===== src/rtl/lane_align_pkg.sv =====
package lane_align_pkg;

   typedef enum logic [1:0] {
      ST_HUNT   = 2'd0,
      ST_SETTLE = 2'd1,
      ST_LOCK   = 2'd2
   } bnd_state_t;

endpackage


===== src/rtl/lane_boundary.sv =====
module lane_boundary
   import lane_align_pkg::*;
#(
   parameter int                 WIDTH    = 12,
   parameter logic [WIDTH-1:0]   TRAIN    = 12'b111111000000,
   parameter int                 SETTLE   = 4,
   parameter int                 LOCK_RUN = 8
) (
   input  logic             clk,
   input  logic             rst_n,
   input  logic             restart,
   input  logic [WIDTH-1:0] word,
   output logic             slip,
   output logic             err,
   output logic             locked
);
   localparam int ATT_W = $clog2(WIDTH + 1);
   localparam int SET_W = (SETTLE > 1) ? $clog2(SETTLE) : 1;
   localparam int RUN_W = $clog2(LOCK_RUN);
   localparam logic [ATT_W-1:0] ATT_MAX  = ATT_W'(WIDTH);
   localparam logic [SET_W-1:0] SET_LOAD = SET_W'(SETTLE - 1);
   localparam logic [RUN_W-1:0] RUN_LAST = RUN_W'(LOCK_RUN - 1);

   if (SETTLE < 1)   begin : g_bad_settle $error("SETTLE must be at least 1"); end
   if (LOCK_RUN < 2) begin : g_bad_run    $error("LOCK_RUN must be at least 2"); end

   bnd_state_t       st;
   logic [ATT_W-1:0] att;
   logic [SET_W-1:0] wait_cnt;
   logic [RUN_W-1:0] run;

   always_ff @(posedge clk or negedge rst_n) begin
      if (!rst_n) begin
         st <= ST_HUNT; att <= '0; wait_cnt <= '0; run <= '0;
         slip <= 1'b0; err <= 1'b0;
      end else if (restart) begin
         st <= ST_HUNT; att <= '0; wait_cnt <= '0; run <= '0;
         slip <= 1'b0; err <= 1'b0;
      end else begin
         slip <= 1'b0;
         err  <= 1'b0;
         unique case (st)
            ST_HUNT: begin
               if (word == TRAIN) begin
                  if (run == RUN_LAST) st <= ST_LOCK;
                  else                 run <= run + 1'b1;
               end else begin
                  run <= '0;
                  if (att == ATT_MAX) begin
                     err <= 1'b1;
                     att <= '0;
                  end else begin
                     slip     <= 1'b1;
                     att      <= att + 1'b1;
                     wait_cnt <= SET_LOAD;
                     st       <= ST_SETTLE;
                  end
               end
            end
            ST_SETTLE: begin
               if (wait_cnt == '0) st <= ST_HUNT;
               else                wait_cnt <= wait_cnt - 1'b1;
            end
            default: st <= ST_LOCK;
         endcase
      end
   end

   assign locked = (st == ST_LOCK);


   slip_pulse_chk: assert property (@(posedge clk) disable iff (!rst_n) slip |=> !slip);

   err_pulse_chk: assert property (@(posedge clk) disable iff (!rst_n) err |=> !err);

   att_range_chk: assert property (@(posedge clk) disable iff (!rst_n) att <= ATT_MAX);

   lock_hold_chk: assert property (@(posedge clk) disable iff (!rst_n)
      $fell(locked) |-> $past(restart));

   lock_quiet_chk: assert property (@(posedge clk) disable iff (!rst_n) locked |-> !slip);
endmodule


===== src/rtl/lane_delay.sv =====
module lane_delay #(
   parameter int WIDTH   = 12,
   parameter int MAX_DLY = 7,
   parameter int DLY_W   = 3
) (
   input  logic             clk,
   input  logic             rst_n,
   input  logic [WIDTH-1:0] din,
   input  logic [DLY_W-1:0] sel,
   output logic [WIDTH-1:0] dout
);
   logic [WIDTH-1:0] pick;

   if (MAX_DLY == 0) begin : g_pass
      assign pick = din;
   end else begin : g_line
      logic [WIDTH-1:0] stage [MAX_DLY];
      always_ff @(posedge clk) begin
         stage[0] <= din;
         for (int k = 1; k < MAX_DLY; k++) stage[k] <= stage[k-1];
      end
      always_comb begin
         pick = din;
         for (int k = 0; k < MAX_DLY; k++)
            if (sel == DLY_W'(k + 1)) pick = stage[k];
      end
   end

   always_ff @(posedge clk or negedge rst_n) begin
      if (!rst_n) dout <= '0;
      else        dout <= pick;
   end


   sel_range_chk: assert property (@(posedge clk) disable iff (!rst_n) sel <= DLY_W'(MAX_DLY));
endmodule


===== src/rtl/lane_deskew.sv =====
module lane_deskew #(
   parameter int               LANES   = 8,
   parameter int               WIDTH   = 12,
   parameter logic [WIDTH-1:0] TRAIN   = 12'b111111000000,
   parameter int               MAX_DLY = 7,
   parameter int               DLY_W   = 3,
   parameter int               TS_W    = 8
) (
   input  logic                   clk,
   input  logic                   rst_n,
   input  logic                   restart,
   input  logic                   start,
   input  logic [LANES*WIDTH-1:0] words,
   output logic [LANES*DLY_W-1:0] dly,
   output logic                   done
);
   localparam logic [TS_W-1:0] TS_TOP  = '1;
   localparam logic [TS_W-1:0] DLY_CAP = TS_W'(MAX_DLY);

   if (TS_W < DLY_W) begin : g_bad_ts $error("TS_W must cover the delay range"); end

   logic [WIDTH-1:0] prev [LANES];
   logic [TS_W-1:0]  ts   [LANES];
   logic [LANES-1:0] seen;
   logic [TS_W-1:0]  cnt;
   logic [TS_W-1:0]  tmax;
   logic [LANES*DLY_W-1:0] dly_calc;

   always_comb begin
      tmax = '0;
      for (int i = 0; i < LANES; i++)
         if (ts[i] > tmax) tmax = ts[i];
   end

   for (genvar i = 0; i < LANES; i++) begin : g_calc
      logic [TS_W-1:0] diff;
      assign diff = tmax - ts[i];
      assign dly_calc[i*DLY_W +: DLY_W] = (diff > DLY_CAP) ? DLY_W'(MAX_DLY) : diff[DLY_W-1:0];
   end

   always_ff @(posedge clk) begin
      for (int i = 0; i < LANES; i++) prev[i] <= words[i*WIDTH +: WIDTH];
   end

   always_ff @(posedge clk or negedge rst_n) begin
      if (!rst_n) begin
         seen <= '0; cnt <= '0; done <= 1'b0; dly <= '0;
         for (int i = 0; i < LANES; i++) ts[i] <= '0;
      end else if (restart) begin
         seen <= '0; cnt <= '0; done <= 1'b0; dly <= '0;
         for (int i = 0; i < LANES; i++) ts[i] <= '0;
      end else if (start && !done) begin
         if (cnt != TS_TOP) cnt <= cnt + 1'b1;
         for (int i = 0; i < LANES; i++) begin
            if (!seen[i] && prev[i] == TRAIN && words[i*WIDTH +: WIDTH] != TRAIN) begin
               seen[i] <= 1'b1;
               ts[i]   <= cnt;
            end
         end
         if (&seen) begin
            done <= 1'b1;
            dly  <= dly_calc;
         end
      end
   end


   stage_order_chk: assert property (@(posedge clk) disable iff (!rst_n)
      $rose(done) |-> $past(start));

   done_clear_chk: assert property (@(posedge clk) disable iff (!rst_n)
      restart |=> !done && dly == '0);
endmodule


===== src/rtl/lane_aligner_top.sv =====
module lane_aligner_top #(
   parameter int               LANES    = 8,
   parameter int               WIDTH    = 12,
   parameter logic [WIDTH-1:0] TRAIN    = 12'b111111000000,
   parameter int               SETTLE   = 4,
   parameter int               LOCK_RUN = 8,
   parameter int               MAX_DLY  = 7,
   parameter int               TS_W     = 8
) (
   input  logic                   clk,
   input  logic                   rst_n,
   input  logic                   restart,
   input  logic [LANES*WIDTH-1:0] rx_words,
   output logic [LANES-1:0]       slip_req,
   output logic [LANES-1:0]       slip_err,
   output logic [LANES-1:0]       lane_locked,
   output logic                   locked,
   output logic [LANES*WIDTH-1:0] aligned_words
);
   localparam int DLY_W = (MAX_DLY > 0) ? $clog2(MAX_DLY + 1) : 1;

   if (LANES < 1) begin : g_bad_lanes $error("LANES must be at least 1"); end
   if (WIDTH < 2) begin : g_bad_width $error("WIDTH must be at least 2"); end

   logic [LANES*DLY_W-1:0] dly;

   for (genvar i = 0; i < LANES; i++) begin : g_lane
      lane_boundary #(
         .WIDTH(WIDTH), .TRAIN(TRAIN), .SETTLE(SETTLE), .LOCK_RUN(LOCK_RUN)
      ) bnd_i (
         .clk(clk), .rst_n(rst_n), .restart(restart),
         .word(rx_words[i*WIDTH +: WIDTH]),
         .slip(slip_req[i]), .err(slip_err[i]), .locked(lane_locked[i])
      );
      lane_delay #(
         .WIDTH(WIDTH), .MAX_DLY(MAX_DLY), .DLY_W(DLY_W)
      ) dly_i (
         .clk(clk), .rst_n(rst_n),
         .din(rx_words[i*WIDTH +: WIDTH]),
         .sel(dly[i*DLY_W +: DLY_W]),
         .dout(aligned_words[i*WIDTH +: WIDTH])
      );
   end

   lane_deskew #(
      .LANES(LANES), .WIDTH(WIDTH), .TRAIN(TRAIN),
      .MAX_DLY(MAX_DLY), .DLY_W(DLY_W), .TS_W(TS_W)
   ) dsk_i (
      .clk(clk), .rst_n(rst_n), .restart(restart),
      .start(&lane_locked), .words(rx_words),
      .dly(dly), .done(locked)
   );


   lock_all_chk: assert property (@(posedge clk) disable iff (!rst_n) locked |-> &lane_locked);

   restart_clr_chk: assert property (@(posedge clk) disable iff (!rst_n)
      restart |=> !locked && lane_locked == '0 && slip_req == '0);
endmodule


===== config.mk =====
export PLATFORM = sky130hd
export DESIGN_NAME = lane_aligner_top
export DESIGN_NICKNAME = d
export VERILOG_FILES = /design/src/rtl/lane_align_pkg.sv /design/src/rtl/lane_boundary.sv /design/src/rtl/lane_delay.sv /design/src/rtl/lane_deskew.sv /design/src/rtl/lane_aligner_top.sv
export SDC_FILE = /design/constraint.sdc
export NUM_CORES = 2
export LEC_CHECK = 0
export ABC_CLOCK_PERIOD_IN_PS = 17100
export BUFFER_PORTS_ARGS = -buffer_cell sky130_fd_sc_hd__buf_4
export CORE_ASPECT_RATIO = 0.8
export CORE_MARGIN = 5
export CORE_UTILIZATION = 63
export CTS_BUF_LIST = sky130_fd_sc_hd__clkbuf_2
export DETAILED_ROUTE_END_ITERATION = 8
export PLACE_DENSITY = 0.87
export SYNTH_ARGS = -nofsm -noshare
export SYNTH_HDL_FRONTEND = slang
export SYNTH_SLANG_ARGS = --single-unit

===== constraint.sdc =====
create_clock -name clk -period 17.1 [get_ports clk]
set_clock_uncertainty 0.2 [all_clocks]
set_input_delay 1.71 -clock clk [delete_from_list [all_inputs] [get_ports clk]]
set_output_delay 1.71 -clock clk [all_outputs]
set_load 0.01 [all_outputs]

Word-level counts from Yosys, hierarchy flattened --
Memory sizes are Yosys's and may differ from the RTL's. Index checks and enable logic that the tools add are counted.
Storage, ports and cells: bits in registers 305, RAM bits 768, word-level logic and storage cells 740, memories 9
Cells by class: add/subtract/negate cells 33, order comparisons 16, equality and inequality tests 177, mux-type cells 317, reduce and logical (&&, ||, !) cells 113
Memory list:
- dsk_i.prev | depth 8, width 12, rd ports 8, clocked after Yosys merged registers in 0, write ports 8, RTL line lane_deskew.sv:22 | logic [WIDTH-1:0] prev [LANES];
- g_lane[0].dly_i.g_line.stage | depth 7, width 12, rd ports 7, clocked after Yosys merged registers in 0, write ports 7, RTL line lane_delay.sv:17 | logic [WIDTH-1:0] stage [MAX_DLY];
- g_lane[1].dly_i.g_line.stage | depth 7, width 12, rd ports 7, clocked after Yosys merged registers in 0, write ports 7, RTL line lane_delay.sv:17
- g_lane[2].dly_i.g_line.stage | depth 7, width 12, rd ports 7, clocked after Yosys merged registers in 0, write ports 7, RTL line lane_delay.sv:17
- g_lane[3].dly_i.g_line.stage | depth 7, width 12, rd ports 7, clocked after Yosys merged registers in 0, write ports 7, RTL line lane_delay.sv:17
- g_lane[4].dly_i.g_line.stage | depth 7, width 12, rd ports 7, clocked after Yosys merged registers in 0, write ports 7, RTL line lane_delay.sv:17
- 3 more memories
Operator list (number):
- $mux 12 | 56
- $eq 12x12->1 const B | 16
- $mux 8 | 21
- $mux 2 | 72
- $mux 4 | 32
- $mux 64 | 2
- $eq 3x3->1 const B | 40
- $mux 3 | 40
- $ne 12x12->1 const B | 8
- $ne 3x3->1 const B | 32
- $mux 1 | 75
- $mux 24 | 3
- $gt 8x3->1 const B | 8
- $pmux 2 s2 | 16
- $sub 8x8->8 | 8
- $gt 8x8->1 | 7
- $reduce_and 2->1 | 26
- $eq 3x2->1 const B | 16
- $reduce_bool 2->1 | 19
- $add 4x1->4 const B | 8
- $eq 4x4->1 const B | 8
- $logic_not 2->1 | 16
- $ne 4x3->1 const B | 8
- $ne 4x4->1 const B | 8
- other kinds (16) | 111

Longest topological paths before layout --
depth in word-level cells 22, gate-level depth with buffers 81

Cells and area by module --
A second synthesis with hierarchy kept.
Second synthesis, totals: cells, all modules 3223, area total of the unflattened synthesis 40196.1 um^2
Modules (own cells, without submodules):
- lane_delay | instances 8, cells an instance 173, area each 2812.7 um^2, sequential area each 1981.9 um^2
- lane_deskew | instances 1, cells an instance 1180, area each 11212.0 um^2, sequential area each 4549.4 um^2
- lane_boundary | instances 8, cells an instance 82, area each 808.3 um^2, sequential area each 325.3 um^2
- lane_aligner_top | instances 1, cells an instance 3, area each 16.3 um^2, sequential area each 0.0 um^2

Least setup slack after synthesis --
OpenSTA, ideal clock, no wires.
path type reg2reg, start reg dsk_i.ts[57] (netlist name), end reg dsk_i.dly[11], setup time 0.139 ns, arrival 14.398 ns, slack 2.363 ns, stages on the path, launching flop included 80, period minus slack after synthesis 14.737 ns, path through dfrtp_1 -> inv_1 -> ha_1 -> nand4_1 -> or3_1 -> nand2_1 -> and2_1 -> buf_1 -> nor2_1 -> a21oi_1 -> ha_1 -> and3_4 -> a221o_1 -> a22oi_4 -> clkbuf_1 -> nor2_1 -> a21oi_1 -> inv_1 -> [44 not listed] -> o21ai_0 -> o21ai_0 -> clkbuf_1 -> nor2_1 -> a21oi_1 -> ha_1 -> nor2b_1 -> o21ai_0 -> nand2b_1 -> and2_1 -> o21ai_0 -> nand2b_1 -> a21o_1 -> a21oi_1 -> xor2_1 -> nor3_2 -> nor3b_1 -> a211oi_1
On the way: cells in the longest elaborated chain, start to end 22
Ends and longest elaborated chain:
- start: declaration | RTL line lane_deskew.sv:23 | logic [TS_W-1:0] ts [LANES];
- start signal: indexed assignment | RTL line lane_deskew.sv:57 | ts[i] <= cnt;
- $gt 8x1->1 | RTL line lane_deskew.sv:32 | if (ts[i] > tmax) tmax = ts[i];
- $mux 8 (*) | RTL line lane_deskew.sv:32
- $gt 8x8->1 | RTL line lane_deskew.sv:32
- $mux 8 (*) | RTL line lane_deskew.sv:32
- $gt 8x8->1 | RTL line lane_deskew.sv:32
- $mux 8 (*) | RTL line lane_deskew.sv:32
- $gt 8x8->1 | RTL line lane_deskew.sv:32
- $mux 8 (*) | RTL line lane_deskew.sv:32
- [6 not listed]
- $gt 8x8->1 | RTL line lane_deskew.sv:32
- $mux 8 (*) | RTL line lane_deskew.sv:32
- $sub 8x8->8 (*) | RTL line lane_deskew.sv:37 | assign diff = tmax - ts[i];
- $gt 8x3->1 | RTL line lane_deskew.sv:38 | assign dly_calc[i*DLY_W +: DLY_W] = (diff > DLY_CAP) ? DLY_W'(MAX_DLY) : diff[DLY_W-1:0];
- $mux 3 (*) | RTL line lane_deskew.sv:38
- $mux 24 (*) | RTL line lane_deskew.sv:60 | if (&seen) begin
- $mux 24 (*) | RTL line lane_deskew.sv:52 | end else if (start && !done) begin
- $mux 24 (*) | RTL line lane_deskew.sv:49 | end else if (restart) begin
- end signal: assignment | RTL line lane_deskew.sv:62 | dly <= dly_calc;
- end: declaration | RTL line lane_deskew.sv:14 | output logic [LANES*DLY_W-1:0] dly,
Every way passes the cells marked *; elsewhere a longest branch is shown, timed or not. The select of a mux whose other input is x is not followed. A chain may end at the register's enable or synchronous reset.

Final worst setup path --
start reg dsk_i.ts[57] (netlist name), end reg dsk_i.dly[9]
The elaborated chain is that of the path after synthesis.

==> impl_results.md <==
- CP dominant cell by count: ha_1
- Starting Density: between 60% and 70%
- Largest net degree at the start of global routing: approximately 100
- Placed cell areas: slightly below 40000 um2
- Violated checks: design-rule violations
- Power Total: 8.57 mW
- CTS tree: yes
- Busiest grt layer: met2
- Fill cell count: approximately 4200
- Met2 GRT Util: 40.0%
- Measured slew at the worst slew-check pin: approximately 1.2 ns
- #FFs+latches synth: between 900 and 1000
- First-pass GRT wire length: between 100 and 150 mm
- CTS Root Cell: clkbuf_2
- Row count: a little under 80
- Drt pass-1 iters: 8
- Post-DR wirelength/cell: 17.8 um
- Maximum VDD drop: around 0.29 mV
- Max_cap viols: 0
- # nets final: 3982
- Clk pin slew, worst setup/hold paths: 0.12 ns
- Die Y: 228 um
- Slowest stage delay, CP: approximately 0.5 ns
- Core Area: ~58000 um2
- Final Non-Filler Cells: roughly 4700
- Layout area overhead: 11.4%
- Critical path fanouts, max: 16
- GR Layer Usage met3: slightly below 6%
- Synth Area per Inst: approximately 11 um2
- Post-Syn Nets: 3693
- Data arrival, critical path: ~17 ns
- Post-route DRC: 1
- Final wirelength: about 83 mm
- Clock Path Buffers: 3
- Critical path class: reg2reg
- Port Buf Inserts: between 200 and 250
- Via count: about 27000
- Post-synth EDFFs: 0
- Sequential power share: ~29%
- CP Capture Type: flip-flop
- Number of buffers created by CTS: approximately 210
- Most used DFF post-synth: dfxtp_1
- Reg2Reg Setup Slack: around 1.3 ns
- Final instance area: a little over 40000 um2
- Hold Slack: roughly 0.10 ns
- Net Sw Frac: 41.8%
- Post-layout util: between 70% and 80%
- Minimum clock period: 15.78 ns
- Netlist cell types: a little over 80
- Hpwl dp: between 50 and 60 mm
- Crit-path leading delay family: compound AO/OA/AOI/OAI gates
- PwrDens: around 210 nW/um2
- Post-Syn Instances: ~3400
- Sink Count: between 900 and 1000
- Clk_lat worst skew: between 1 and 1.5 ns
- Outcome: finished with violations
- Synth warn: 0
- Worst hold path class: reg2reg
- Max frequency: between 60 and 70 MHz
- Setup ws final: 1.32 ns
- FFs w/ async S/R, synth: a little under a third
- Slew headroom: 20.7%
- CP required: roughly 18 ns
- Clk network pwr share: between 10% and 20%
- Share of layout cells above drive strength 1: between 20% and 30%
- RSZ-0062 raised after global routing: no
- Number of setup buffers added after CTS: 0
- DR iter-0 viols: 2289
- Switching power: roughly 3.6 mW
- GPL Wtd Cong: 0.932
- DP Worst Slack: around 1.1 ns
- Total grt overflow: 0
- CP Buf/Inv Count: 4
- Power Internal: 4.99 mW
- Max Slew Vio Count: 0
- Die area: approximately 64000 um2
- Placed Instances: 4279
- Die Wd: 282 um
- Drt via density: 5.72
- I/O pin cnt: 220
- Htree depth: 4
- M1 GR Usage: about 37%
- Leakage: ~18 nW
- Fin Setup TNS: 0 ns
- Setup-violating endpoint count in the final report: 0
- Slowest CP cell: a221oi_1
- Fin crit share: between 90 and 100%
- Vias in the first global route: approximately 27000
- Netlist Area Pre-Place: between 30000 and 40000 um2
- Initial antenna violation count: 2
- Routed Antenna Nets: 0
- Sequential area share after synthesis: 56.5%
- Logic pwr share: between 50% and 60%
- GRT Overall Usage: roughly 26%
- Hold Fails Final Rpt: 0
- Startpoint class of the critical path: flip-flop
-- routing by layer --
metal,share of wire [%],vias up
met5,0,-
met4,2.6,0
met3,6.0,164
met2,46,823
met1,46,12855
li1,-,12931
-- cell usage after synthesis, drive strengths merged (9+ instances only) --
cell type / number / share of area [%]
nor4b: 16 / 0.38
mux4: 38 / 2.3
and2: 12 / 0.20
mux2i: 88 / 2.4
a211oi: 83 / 1.7
xnor2: 21 / 0.49
a21oi: 212 / 2.9
and3: 16 / 0.28
nand2b: 37 / 0.62
o2111ai: 13 / 0.31
dfrtp: 305 / 20
nor2: 371 / 3.7
buf: 48 / 0.76
o221ai: 33 / 0.77
nand2: 180 / 1.8
nor3: 67 / 0.99
o211ai: 14 / 0.28
nor3b: 25 / 0.54
a221oi: 52 / 1.2
dfxtp: 672 / 36
a222oi: 9 / 0.24
a22o: 26 / 0.61
nand3: 37 / 0.51
a211o: 10 / 0.23
or3: 15 / 0.25
ha: 149 / 5.0
nand4: 20 / 0.34
clkbuf: 135 / 1.4
nor2b: 100 / 1.7
mux2: 86 / 2.6
inv: 153 / 1.5
o22ai: 35 / 0.59
o31ai: 20 / 0.40
nand4b: 16 / 0.38
o21ai: 132 / 1.8
a21o: 42 / 0.84
xor2: 17 / 0.40
a22oi: 31 / 0.66
-- kinds of logic (layout without fill, tap and decap cells) --
group	count (synthesis)	count (layout)	synth area share [%]
simple gates	960	960	12.8
fa+ha+maj	157	157	5.42
xor+xnor	38	38	0.892
other cells	0	4	0
mux	212	212	7.27
compound gates	753	753	13.4
buf+inv	340	810	3.70
flops	977	977	56.5
-- path summary, 6_finish.rpt --
check,startpoint,to,depth (start not counted)
setup / recovery,dsk_i.ts[57]$_DFFE_PN0P_,dsk_i.dly[9]$_DFFE_PN0P_,69
hold / removal,g_lane[5].dly_i.g_line.stage[1][2]$_DFF_P_,g_lane[5].dly_i.g_line.stage[2][2]$_DFF_P_,0
setup reg to reg,dsk_i.ts[57]$_DFFE_PN0P_,dsk_i.dly[9]$_DFFE_PN0P_,69
hold reg to reg,g_lane[5].dly_i.g_line.stage[1][2]$_DFF_P_,g_lane[5].dly_i.g_line.stage[2][2]$_DFF_P_,0
max in group asynchronous,rst_n,g_lane[4].bnd_i.run[1]$_DFFE_PN0P_,4
min in group asynchronous,rst_n,g_lane[1].dly_i.dout[1]$_DFF_PN0_,2
-- power by group through the flow --
stage / sequential (mW) / clock (mW) / combinational [mW]
CTS: 2.47 / 1.53 / 4.51
global route: 2.49 / 1.65 / 5.11
detailed placement: 2.52 / 0 / 4.47
finish: 2.47 / 1.49 / 4.61
floorplan: 2.50 / 0 / 3.43
global placement: 2.51 / 0 / 4.34
-- worst reg2reg max path, delay by kind of cell (launching register included) --
kind | cells | cell delay (ns)
flip-flops | 1 | 0.45
AO/OA/AOI/OAI | 30 | 6.79
adder cells (fa/ha/maj) | 8 | 2.40
AND/OR/NAND/NOR | 22 | 3.52
XOR/XNOR | 1 | 0.23
buffers and inverters | 4 | 0.61
multiplexers | 4 | 1.47
-- cell usage in the layout, fill, tap and decap left out, types with 85 or more instances in the layout --
master and count:
nand2_1 180, o21ai_0 129, mux2_2 85, buf_4 254, clkbuf_2 357, nor2_1 371, ha_1 149, inv_1 153
dfxtp_1 672, nor2b_1 100, dfrtp_1 304, a21oi_1 211, mux2i_1 87
-- registers in the layout, indices dropped and copies added, names as in the netlist, 24 cells and up --
register / count
g_lane.dly_i.g_line.stage: 589
g_lane.dly_i.dout: 96
dsk_i.prev: 83
dsk_i.ts: 64
g_lane.bnd_i.att: 32
dsk_i.dly: 24
g_lane.bnd_i.run: 24
-- repair_timing --
item                                   4_1_cts  5_1_grt
resized for setup                            0        3
endpoints found under the hold margin       13        0
setup endpoints to repair                    0       21
hold buffers                                 1        0
-- final cells by class --
cell class / instances / area, um2 / share of cell area (%)
clock inverter: 39 / 300 / 0.722
tap: 769 / 962 / 2.31
antenna: 4 / 10.0 / 0.0241
clock buffer: 357 / 1790 / 4.30
sequential: 977 / 21100 / 50.7
inverter: 157 / 589 / 1.42
timing repair buffer: 257 / 1940 / 4.68
multi-input combinational: 2120 / 14900 / 35.8
(Power assumes the default switching activity.)
